**src/rtl/cpuhp_pkg.sv**
```systemverilog
package cpuhp_pkg;
  localparam int ID_W      = 8;
  localparam int MAP_BITS  = 1 << ID_W;
  localparam int WIN_BYTES = MAP_BITS / 8;
  localparam int OFS_W     = $clog2(WIN_BYTES);

  typedef enum logic [1:0] {
    ACC_BYTE = 2'd0,
    ACC_HALF = 2'd1,
    ACC_WORD = 2'd2,
    ACC_RSVD = 2'd3
  } acc_size_e;
endpackage

```
**src/rtl/cpuhp_req_decode.sv**
```systemverilog
module cpuhp_req_decode
  import cpuhp_pkg::*;
#(
  parameter int NUM_CPUS = MAP_BITS
) (
  input  logic                valid,
  input  logic [ID_W-1:0]     id,
  output logic [MAP_BITS-1:0] mask,
  output logic                hit,
  output logic                miss
);
  logic in_range;
  assign in_range = ({1'b0, id} < (ID_W+1)'(NUM_CPUS));
  assign hit      = valid && in_range;
  assign miss     = valid && !in_range;

  for (genvar i = 0; i < MAP_BITS; i++) begin : g_bit
    assign mask[i] = hit && (id == ID_W'(i));
  end
endmodule

```
**src/rtl/cpuhp_bitmap.sv**
```systemverilog
module cpuhp_bitmap
  import cpuhp_pkg::*;
#(
  parameter int                NUM_CPUS  = MAP_BITS,
  parameter logic [MAP_BITS-1:0] INIT_MASK = '0
) (
  input  logic                clk,
  input  logic                rst_n,
  input  logic [MAP_BITS-1:0] set_mask,
  input  logic [MAP_BITS-1:0] clr_mask,
  output logic [MAP_BITS-1:0] bits
);
  for (genvar i = 0; i < MAP_BITS; i++) begin : g_cell
    if (i < NUM_CPUS) begin : g_live
      logic cell_q;
      always_ff @(posedge clk or negedge rst_n) begin
        if (!rst_n)           cell_q <= INIT_MASK[i];
        else if (clr_mask[i]) cell_q <= 1'b0;
        else if (set_mask[i]) cell_q <= 1'b1;
      end
      assign bits[i] = cell_q;

      AST_CLR_WINS: assert property (@(posedge clk) disable iff (!rst_n)
        clr_mask[i] |=> !bits[i]);
    end else begin : g_dead
      assign bits[i] = 1'b0;
    end
  end
endmodule

```
**src/rtl/cpuhp_read_port.sv**
```systemverilog
module cpuhp_read_port
  import cpuhp_pkg::*;
(
  input  logic                clk,
  input  logic                rst_n,
  input  logic [MAP_BITS-1:0] bits,
  input  logic                rd,
  input  logic [OFS_W-1:0]    addr,
  input  logic [1:0]          size,
  output logic [7:0]          rdata
);
  logic [7:0] bytes [WIN_BYTES];
  for (genvar b = 0; b < WIN_BYTES; b++) begin : g_byte
    assign bytes[b] = bits[b*8 +: 8];
  end

  logic [7:0] rdata_q;
  always_ff @(posedge clk or negedge rst_n) begin
    if (!rst_n)
      rdata_q <= '0;
    else if (rd && acc_size_e'(size) == ACC_BYTE)
      rdata_q <= bytes[addr];
    else
      rdata_q <= '0;
  end
  assign rdata = rdata_q;

  AST_WIDE_READ_ZERO: assert property (@(posedge clk) disable iff (!rst_n)
    (rd && size != 2'd0) |=> (rdata == 8'd0));
endmodule

```
**src/rtl/cpuhp_presence.sv**
```systemverilog
module cpuhp_presence
  import cpuhp_pkg::*;
#(
  parameter int                  NUM_CPUS  = MAP_BITS,
  parameter logic [MAP_BITS-1:0] INIT_MASK = '0
) (
  input  logic             clk,
  input  logic             rst_n,
  input  logic             plug_valid,
  output logic             plug_ready,
  input  logic [ID_W-1:0]  plug_id,
  input  logic             unplug_valid,
  output logic             unplug_ready,
  input  logic [ID_W-1:0]  unplug_id,
  input  logic             bus_rd,
  input  logic             bus_wr,
  input  logic [OFS_W-1:0] bus_addr,
  input  logic [1:0]       bus_size,
  output logic [7:0]       bus_rdata,
  output logic             gpe_cpu_set,
  output logic             id_error
);
  logic [MAP_BITS-1:0] set_mask, clr_mask, bitmap;
  logic plug_hit, plug_miss, unplug_hit, unplug_miss;

  cpuhp_req_decode #(.NUM_CPUS(NUM_CPUS)) u_plug_dec (
    .valid(plug_valid), .id(plug_id),
    .mask(set_mask), .hit(plug_hit), .miss(plug_miss)
  );

  cpuhp_req_decode #(.NUM_CPUS(NUM_CPUS)) u_unplug_dec (
    .valid(unplug_valid), .id(unplug_id),
    .mask(clr_mask), .hit(unplug_hit), .miss(unplug_miss)
  );

  cpuhp_bitmap #(.NUM_CPUS(NUM_CPUS), .INIT_MASK(INIT_MASK)) u_map (
    .clk(clk), .rst_n(rst_n),
    .set_mask(set_mask), .clr_mask(clr_mask), .bits(bitmap)
  );

  cpuhp_read_port u_rd (
    .clk(clk), .rst_n(rst_n), .bits(bitmap),
    .rd(bus_rd), .addr(bus_addr), .size(bus_size), .rdata(bus_rdata)
  );

  logic gpe_q, err_q;
  always_ff @(posedge clk or negedge rst_n) begin
    if (!rst_n) begin
      gpe_q <= 1'b0;
      err_q <= 1'b0;
    end else begin
      gpe_q <= plug_hit || unplug_hit;
      err_q <= plug_miss || unplug_miss;
    end
  end

  assign gpe_cpu_set  = gpe_q;
  assign id_error     = err_q;
  assign plug_ready   = rst_n;
  assign unplug_ready = rst_n;

  AST_EVENT_STROBE: assert property (@(posedge clk) disable iff (!rst_n)
    ((plug_valid && {1'b0, plug_id} < (ID_W+1)'(NUM_CPUS)) ||
     (unplug_valid && {1'b0, unplug_id} < (ID_W+1)'(NUM_CPUS))) |=> gpe_cpu_set);

  AST_BAD_ID_FLAG: assert property (@(posedge clk) disable iff (!rst_n)
    ((plug_valid && {1'b0, plug_id} >= (ID_W+1)'(NUM_CPUS)) && !unplug_valid)
      |=> (id_error && $stable(bitmap) && !gpe_cpu_set));

  AST_WRITE_INERT: assert property (@(posedge clk) disable iff (!rst_n)
    (bus_wr && !plug_valid && !unplug_valid) |=> $stable(bitmap));

  AST_SAME_ID_CLEARS: assert property (@(posedge clk) disable iff (!rst_n)
    (plug_valid && unplug_valid && plug_id == unplug_id &&
     {1'b0, unplug_id} < (ID_W+1)'(NUM_CPUS)) |=> !bitmap[$past(unplug_id)]);

  AST_ALWAYS_READY: assert property (@(posedge clk) disable iff (!rst_n)
    plug_ready && unplug_ready);
endmodule

```
**config.mk**
```make
export PLATFORM = sky130hd
export DESIGN_NAME = cpuhp_presence
export DESIGN_NICKNAME = d
export VERILOG_FILES = /design/src/rtl/cpuhp_pkg.sv /design/src/rtl/cpuhp_req_decode.sv /design/src/rtl/cpuhp_bitmap.sv /design/src/rtl/cpuhp_read_port.sv /design/src/rtl/cpuhp_presence.sv
export SDC_FILE = /design/constraint.sdc
export NUM_CORES = 1
export LEC_CHECK = 0
export CAP_MARGIN = 10
export CORE_MARGIN = 1.5
export CORE_UTILIZATION = 45
export CTS_BUF_LIST = sky130_fd_sc_hd__clkbuf_4
export CTS_CLUSTER_DIAMETER = 120
export DETAILED_ROUTE_END_ITERATION = 8
export DONT_BUFFER_PORTS = 1
export SYNTH_ARGS = -nofsm -noshare
export SYNTH_HDL_FRONTEND = slang
export SYNTH_SLANG_ARGS = --single-unit
```
**constraint.sdc**
```tcl
create_clock -name clk -period 3.65 [get_ports clk]
set_input_delay 0.1825 -clock clk [delete_from_list [all_inputs] [get_ports clk]]
set_output_delay 0.1825 -clock clk [all_outputs]
set_load 0.02 [all_outputs]
```
* Word-level counts from Yosys, hierarchy flattened
Cells that the tools add are included.
W data, S select, Z words.
** Storage, ports and cells
- Bits in registers :: 265
- Input bits :: 29
- Output and inout bits :: 12
- Logic and storage cells :: 2059
** Cells by class
- Magnitude comparators :: 1
- Equal/unequal tests :: 510
- Mux-type cells :: 516
- Bitwise logic cells :: 1
- Reduce and logical (&&, ||, !) cells :: 773
** Operators with widths (number)
- $eq A8 B8 Y1 const B :: 256
- $eq A8 B7 Y1 const B :: 128
- $logic_and A1 B1 Y1 :: 513
- $eq A8 B6 Y1 const B :: 64
- $mux W1 :: 512
- $reduce_bool A2 Y1 :: 256
- $eq A8 B5 Y1 const B :: 32
- $eq A8 B4 Y1 const B :: 16
- $eq A8 B3 Y1 const B :: 8
- $bmux W8 S5 :: 1
- $eq A8 B2 Y1 const B :: 4
- $mux W8 :: 3
- $eq A8 B1 Y1 const B :: 2
- $logic_not A8 Y1 :: 2
- $ge A6 B6 Y1 const B :: 1
- $not A5 Y6 :: 1
- $logic_not A2 Y1 :: 1
- $logic_or A1 B1 Y1 :: 1

* Depth between registers and ports, before layout
Gate-level depths: netlist of the first run.
- Word-level depth :: 5
- Gate-level depth with buffers :: 7
- Depth with buffers taken out :: 4

* Modules after synthesis
A second synthesis of the first run with hierarchy kept.
** Unflattened totals
- Cells, all modules :: 1695
- Area, all modules :: 17484.3 um^2
** Modules (own cells, without submodules)
- cpuhp_bitmap :: times used 1, cells an instance 768, area an instance 10890.4 um^2, seq. area each 6406.1 um^2
- cpuhp_req_decode :: times used 2, cells an instance 375, area an instance 1975.6 um^2, seq. area each 0.0 um^2
- cpuhp_read_port :: times used 1, cells an instance 171, area an instance 2565.0 um^2, seq. area each 200.2 um^2
- cpuhp_presence :: times used 1, cells an instance 6, area an instance 77.6 um^2, seq. area each 50.0 um^2

* Worst setup path after synthesis of the first run
No wires, ideal clock.
- Path kind :: in2reg
- From :: in bus_addr[0]
- To :: reg u_rd.rdata_q[3] (netlist: u_rd.rdata[3])
- Library setup time :: 0.120 ns
- Arrival :: 1.421 ns
- Required time :: 3.530 ns
- Path slack :: 2.109 ns
- Stages :: 6
- Buffers on the path :: 2
- Path through :: buf_6 -> buf_8 -> mux4_2 -> a22oi_1 -> o211ai_1 -> and3_1
** On the way
- Cells in the longest elaborated chain, start to end :: 5
** Ends and longest elaborated chain
- start: declaration :: line cpuhp_presence.sv:17 : input logic [OFS_W-1:0] bus_addr,
- $not A5 Y6 (not written as such) :: line cpuhp_read_port.sv:22 : rdata_q <= bytes[addr];
- $bmux W8 S5 :: line cpuhp_read_port.sv:22
- $mux W8 (not written as such) (2 in a row) :: line cpuhp_read_port.sv:22
- $mux W8 :: line cpuhp_read_port.sv:21 : else if (rd && acc_size_e'(size) == ACC_BYTE)
- end signal: assignment :: line cpuhp_read_port.sv:22
- end: declaration :: line cpuhp_read_port.sv:17 : logic [7:0] rdata_q;
No other way between the ends. The select of a mux whose other input is x is not followed.
A chain may end at the register's enable or synchronous reset.

* Worst setup path after layout of the first run
- From :: in bus_addr[4]
- To :: reg u_rd.rdata_q[1] (netlist: u_rd.rdata[1])
Same word-level chain as after synthesis.

==> results of run 1 <==
==> synthesized netlist by cell type <==
library cell | instances | area [um^2]
a31oi_1 | 3 | 18.77
mux4_1 | 10 | 262.8
nor4_1 | 7 | 43.79
a22oi_1 | 8 | 60.06
nor3b_2 | 1 | 12.51
a21oi_1 | 517 | 2587
and3_1 | 5 | 31.28
nor2_1 | 25 | 93.84
and4b_1 | 4 | 40.04
inv_1 | 2 | 7.510
buf_4 | 14 | 105.1
buf_6 | 3 | 33.78
buf_2 | 55 | 275.3
mux2i_1 | 21 | 210.2
nor3_1 | 23 | 115.1
and2_1 | 24 | 150.1
nor2b_1 | 3 | 18.77
buf_8 | 1 | 15.01
and4_1 | 1 | 8.760
nor4bb_1 | 1 | 10.01
mux2_2 | 3 | 33.78
a221o_1 | 3 | 30.03
and4bb_2 | 7 | 87.58
nor4b_4 | 5 | 118.9
clkbuf_1 | 36 | 135.1
nand2_1 | 16 | 60.06
buf_12 | 2 | 40.04
dfrtp_1 | 265 | 6631
conb_1 | 1 | 3.750
nor3_2 | 8 | 80.08
nor4b_1 | 1 | 8.760
nor4_4 | 2 | 42.54
nand2b_1 | 11 | 68.82
mux4_2 | 54 | 1216
o211ai_1 | 5 | 37.54
nor4_2 | 3 | 37.54
==> power groups by stage <==
stage | combinational [uW] | sequential (uW) | clock (uW)
after floorplan | 544 | 3310 | 0
after global placement | 577 | 3340 | 0
after detailed placement | 594 | 3350 | 0
after CTS | 672 | 3300 | 2830
after global routing | 744 | 3330 | 2990
final | 682 | 3310 | 2800
==> stage by stage <==
step           cell area [um^2]  total power, uW  setup WS, ns
6_report                  14320             6788        0.8289
5_1_grt                   14310             7055        0.8669
4_1_cts                   14310             6798        0.9360
3_5_place_dp              12980             3944         1.716
3_3_place_gp              12980             3922         1.715
2_1_floorplan             12730             3851         2.109
==> layer usage <==
layer	vias to the layer above	global-route usage	part of all wire
met1	5346	0.4078	0.41
met3	116	0.08468	0.10
met4	2	0.1240	0.033
li1	4421	-	-
met5	-	0.01739	0.0015
met2	657	0.4622	0.46
==> final timing paths <==
check	cells after the start	start	slack, ns	to
min in group clk	3	unplug_id[5]	0.02	u_map.g_cell[34].g_live.cell_q
hold reg to reg	2	u_map.g_cell[183].g_live.cell_q	0.52	u_map.g_cell[183].g_live.cell_q
setup reg to reg	6	u_map.g_cell[89].g_live.cell_q	0.96	u_rd.rdata[1]
setup / recovery	6	bus_addr[4]	0.83	u_rd.rdata[1]
hold / removal	0	rst_n	-0.78	u_map.g_cell[91].g_live.cell_q
max in group asynchronous	0	rst_n	3.71	u_map.g_cell[230].g_live.cell_q
==> area by class of cell <==
class,count,area [um^2]
clock inverter,18,152.6
timing repair buffer,76,670.6
antenna,3,7.507
clock buffer,104,780.7
tap,378,473.0
inverter,2,7.507
multi-input combinational,772,5595
fill,2589,13460
sequential,265,6631
==> kinds of logic after synthesis <==
logic type             count (synthesis)  share of synthesized area
AO/OA/AOI/OAI                        536                     0.2147
AND/OR/NAND/NOR                      147                    0.08078
buffers and inverters                113                    0.04805
other                                  1                  0.0002945
multiplexers                          88                     0.1353
flip-flops                           265                     0.5208
==> critical path: cells and delay by family <==
family | cells | cell delay [ns]
AND/OR/NAND/NOR | 1 | 0.82
AO/OA/AOI/OAI | 2 | 0.35
buffers and inverters | 3 | 2.01
==> registers in the layout, summed over array words and instances, names as in the netlist <==
| signal | cells |
|---|---|
| u_map.g_cell.g_live.cell_q | 256 |
| u_rd.rdata | 8 |
| gpe_cpu_set | 1 |
==> results.json, run 1 <==
{
  "status": "finished with violations",
  "violations": "negative hold slack",
  "synth-seq-cells": 265,
  "dr.first_iter.drc_count": 1178,
  "critical_path.cell_chain": "dlygate4sd3_1, nor2b_1, a221o_1, dlygate4sd3_1, a31oi_1, dlygate4sd3_1",
  "routed_via_density": 6.515,
  "critPathSlowestCell": "nor2b_1",
  "skew_ns": 0.03836,
  "period_needed_ns": 2.821,
  "swShare": 0.2625,
  "grt.total_usage": 0.3030,
  "cts_buffers": 72,
  "via_count": 10540,
  "slew_viol_final": 0,
  "die-area_um2": 29310,
  "final_cell_mix": "a21oi_1 (517), dfrtp_1 (265), clkbuf_4 (104)",
  "yosysSeqAreaShare": 0.5208,
  "whs_ns": -0.7822,
  "critPathMaxStageDelay_ns": 0.82,
  "yosys_warnings": 0,
  "postCtsHoldBufs": 40,
  "hp-class": "in2async",
  "cpMostUsedCell": "dlygate4sd3_1",
  "finalSetupViolCount": 0,
  "yosys.cell_types.count": 36,
  "post_cts_buffers": 0,
  "p_int_uw": 5006,
  "path_class": "in2reg",
  "cts_sinks": 265,
  "worstMarginPinSlew_ns": 1.197,
  "cts_root_buf": "clkbuf_4",
  "die_x_um": 171.2,
  "final_hold_viol_count": 265,
  "drive_gt1_frac": 0.1989,
  "fmax_mhz": 354.5,
  "p_clk_frac": 0.412,
  "wire_per_inst_um": 26.53,
  "grt_pass1_vias": 10590,
  "drv_cap": 0,
  "place_congestion": 0.8360,
  "final_common_cell": "a21oi_1",
  "synth_fp_nets": 1179,
  "die_h_um": 171.2,
  "final.period_utilization": 0.7729,
  "overflow": 0,
  "ant_nets": 0,
  "io_pins": 41,
  "dp_hpwl_mm": 24.75,
  "worstPathRequired_ns": 4.20,
  "rsz0062_at_grt": "false",
  "drtPass1Iterations": 5,
  "drcViolationCount": 0,
  "fin_util": 0.5154,
  "grt_max_degree": 268,
  "h-tree-depth": 3,
  "clk_pin_slew_ns": 0.07,
  "tns_ns": 0,
  "clockBufferDepth": 3,
  "cp-start-kind": "input port",
  "endpoint_kind": "register",
  "critPathArrivalTime_ns": 3.37,
  "syn_area_um2": 12730,
  "path_max_fanout": 10,
  "combinationalPowerShare": 0.101,
  "clock_latency_ns": 0.70,
  "initial_core_util": 0.4583,
  "ir_worst_vdd_mv": 0.2251,
  "seqPwrFrac": 0.487,
  "wl_mm": 42.93,
  "grt_first_pass_wirelength_mm": 65.03,
  "leakage_uw": 0.006392,
  "dp_cells": 1453,
  "final-instance-count-excl-fill": 1618,
  "post_cts_resized": 0,
  "antenna_found_initial": 2,
  "postSynthAreaPerCell_um2": 11.07,
  "relSlewSlack": 0.1952,
  "core_area_um2": 27780,
  "fin_nets": 1218,
  "p_per_area_nw_per_um2": 474.0,
  "area_growth_pct": 12.46,
  "tritoncts": "done",
  "p_sw_uw": 1782,
  "rows": 61,
  "syn_inst": 1150,
  "port_buffers": 0
}
No activity file was read; power rests on OpenSTA's default activity.
==> run 2, diff against run 1 <==
clock period = 2.32 ns   (was 3.65 ns; I/O delays follow)
==> run 2 against run 1 <==
The flow still finishes with violations (negative hold slack). Non-clock buffer count up 29. Sequential share of layout area shrank 0.58 points. Via count grew 0.56%. Total power grew 55%. First-iteration DRC count grew 13%. Utilization up 0.65 points. Setup slack worse by 0.78 ns.
==> results.json, run 2 (synthesis gave the netlist of run 1 again) <==
{
  "drive_gt1_frac": 0.2078,
  "grt_first_pass_wirelength_mm": 66.12,
  "clock_latency_ns": 0.69,
  "tritoncts": "done",
  "wire_per_inst_um": 26.48,
  "hp-class": "in2async",
  "final-instance-count-excl-fill": 1641,
  "wl_mm": 43.46,
  "drv_cap": 0,
  "placed_area_um2": 13050,
  "slew_viol_final": 0,
  "clk_pin_slew_ns": 0.06,
  "relSlewSlack": 0.3732,
  "combinationalPowerShare": 0.106,
  "die_h_um": 171.2,
  "final.period_utilization": 0.9785,
  "grt_pass1_vias": 10560,
  "post_cts_buffers": 0,
  "tns_ns": 0,
  "seqPwrFrac": 0.496,
  "endpoint_kind": "register",
  "drcViolationCount": 0,
  "fin_nets": 1248,
  "routed_via_density": 6.460,
  "cts_sinks": 265,
  "swShare": 0.2631,
  "port_buffers": 0,
  "wl_met1_mm": 17.83,
  "worstPathRequired_ns": 2.95,
  "p_clk_frac": 0.398,
  "path_max_fanout": 13,
  "leakage_uw": 0.006563,
  "cts_root_buf": "clkbuf_4",
  "finalSetupViolCount": 0,
  "dr_wl_met3_mm": 4.592,
  "p_int_uw": 7730,
  "p_sw_uw": 2759,
  "core_area_um2": 27780,
  "rows": 61,
  "clockBufferDepth": 3,
  "area_growth_pct": 13.88,
  "die-area_um2": 29310,
  "final_hold_viol_count": 265,
  "worstMarginPinSlew_ns": 0.9371,
  "violations": "negative hold slack",
  "p_per_area_nw_per_um2": 723.4,
  "critical_path.cell_chain": "dlygate4sd3_1, and4b_1, and2_1, a21oi_1, a21oi_1, dlygate4sd3_1",
  "final_cell_mix": "a21oi_1 (517), dfrtp_1 (265), clkbuf_4 (108)",
  "rsz0062_at_grt": "false",
  "critPathMaxStageDelay_ns": 0.97,
  "reg2reg_from": "u_map.g_cell[94].g_live.cell_q",
  "nFillCells": 2519,
  "crit_start": "plug_id[1]",
  "largest_register_ff_count": 256,
  "cts_buffers": 73,
  "place_congestion": 0.8146,
  "wl_met2_mm": 19.54,
  "whs_ns": -0.8758,
  "initial_core_util": 0.4583,
  "dp_hpwl_mm": 24.84,
  "status": "finished with violations",
  "fmax_mhz": 440.5,
  "die_x_um": 171.2,
  "critPathArrivalTime_ns": 2.90,
  "grt_max_degree": 268,
  "ff2ff_path_depth": 5,
  "stdcell_area_um2": 14500,
  "drtPass1Iterations": 8,
  "skew_ns": 0.02631,
  "overflow": 0,
  "period_needed_ns": 2.270,
  "final_common_cell": "a21oi_1",
  "ir_worst_vdd_mv": 0.2822,
  "h-tree-depth": 3,
  "antenna_found_initial": 2,
  "path_class": "in2reg",
  "io_pins": 41,
  "ant_nets": 0,
  "dp_cells": 1468,
  "highest_layer": "met4",
  "critPathSlowestCell": "dlygate4sd3_1",
  "grt.total_usage": 0.3087,
  "top_register": "u_map.g_cell.g_live.cell_q",
  "cp-start-kind": "input port",
  "dr.first_iter.drc_count": 1329,
  "via_count": 10600
}
==> run 2: cell count changes in the layout (fill, tap and decap cells not counted), sizes merged <==
cell | before | now
dlygate4sd3 | 40 | 48
buf | 36 | 52
diode | 3 | 2
inv | 3 | 6
dlymetal6s4s | 0 | 5
clkbuf | 104 | 108
bufinv | 3 | 1
clkinv | 13 | 3
==> run 2: what timing repair did <==
item / CTS / global route
gates resized for setup: 0 / 6
hold buffers: 51 / 3
endpoints found under the hold margin: 505 / 267
endpoints found under the setup margin: 0 / 5
==> run 2: power by group through the flow <==
stage / registers (uW) / clock network [uW] / logic, uW
global placement: 5260 / 0 / 916
detailed placement: 5270 / 0 / 940
floorplan: 5200 / 0 / 856
finish: 5200 / 4180 / 1110
global route: 5230 / 4500 / 1200
CTS: 5190 / 4250 / 1090
==> run 2: path summary, 6_finish.rpt <==
| kind | slack (ns) | to |
|---|---|---|
| worst max-delay path | 0.05 | u_map.g_cell[27].g_live.cell_q |
| worst min-delay path | -0.88 | u_map.g_cell[74].g_live.cell_q |
| worst max register to register | 0.13 | u_rd.rdata[6] |
| worst min register to register | 0.52 | u_map.g_cell[166].g_live.cell_q |
| max in group asynchronous | 2.81 | u_map.g_cell[189].g_live.cell_q |
| min in group clk | 0.03 | u_map.g_cell[197].g_live.cell_q |
==> run 2: area by class of cell <==
cell class                      instances  area, um^2  area share
Tap cell                              378       473.0     0.03262
Sequential cell                       265        6631      0.4574
Timing Repair Buffer                  105       945.9     0.06524
Multi-Input combinational cell        772        5562      0.3836
Clock buffer                          108       810.8     0.05592
Antenna cell                            2       5.005   0.0003452
Inverter                                2       7.507   0.0005178
Clock inverter                          9       63.81    0.004401
==> run 2: critical path: cells and delay by family <==
family                 cells  cell delay (ns)
buffers and inverters      2             1.53
and+or+nand+nor            2             0.96
AOI/OAI and AO/OA          2             0.28
==> run 2: routing by layer <==
metal / track usage / vias to the layer above
met2: 0.4532 / 642
met3: 0.08099 / 103
met1: 0.4335 / 5386
met5: 0 / -
met4: 0.1327 / 0
li1: - / 4470
==> run 2: per-stage QoR <==
step | setup WS (ns) | power [uW] | hold WS (ns) | utilization
after floorplan | 0.8457 | 6059 | -0.1796 | -
after global placement | 0.7232 | 6176 | -0.1717 | 0.4699
after detailed placement | 0.7135 | 6208 | -0.1681 | 0.4699
after CTS | 0.05168 | 10530 | -0.9100 | 0.5201
after global routing | 0.01658 | 10940 | -0.9179 | 0.5218
final | 0.04994 | 10490 | -0.8758 | 0.5219
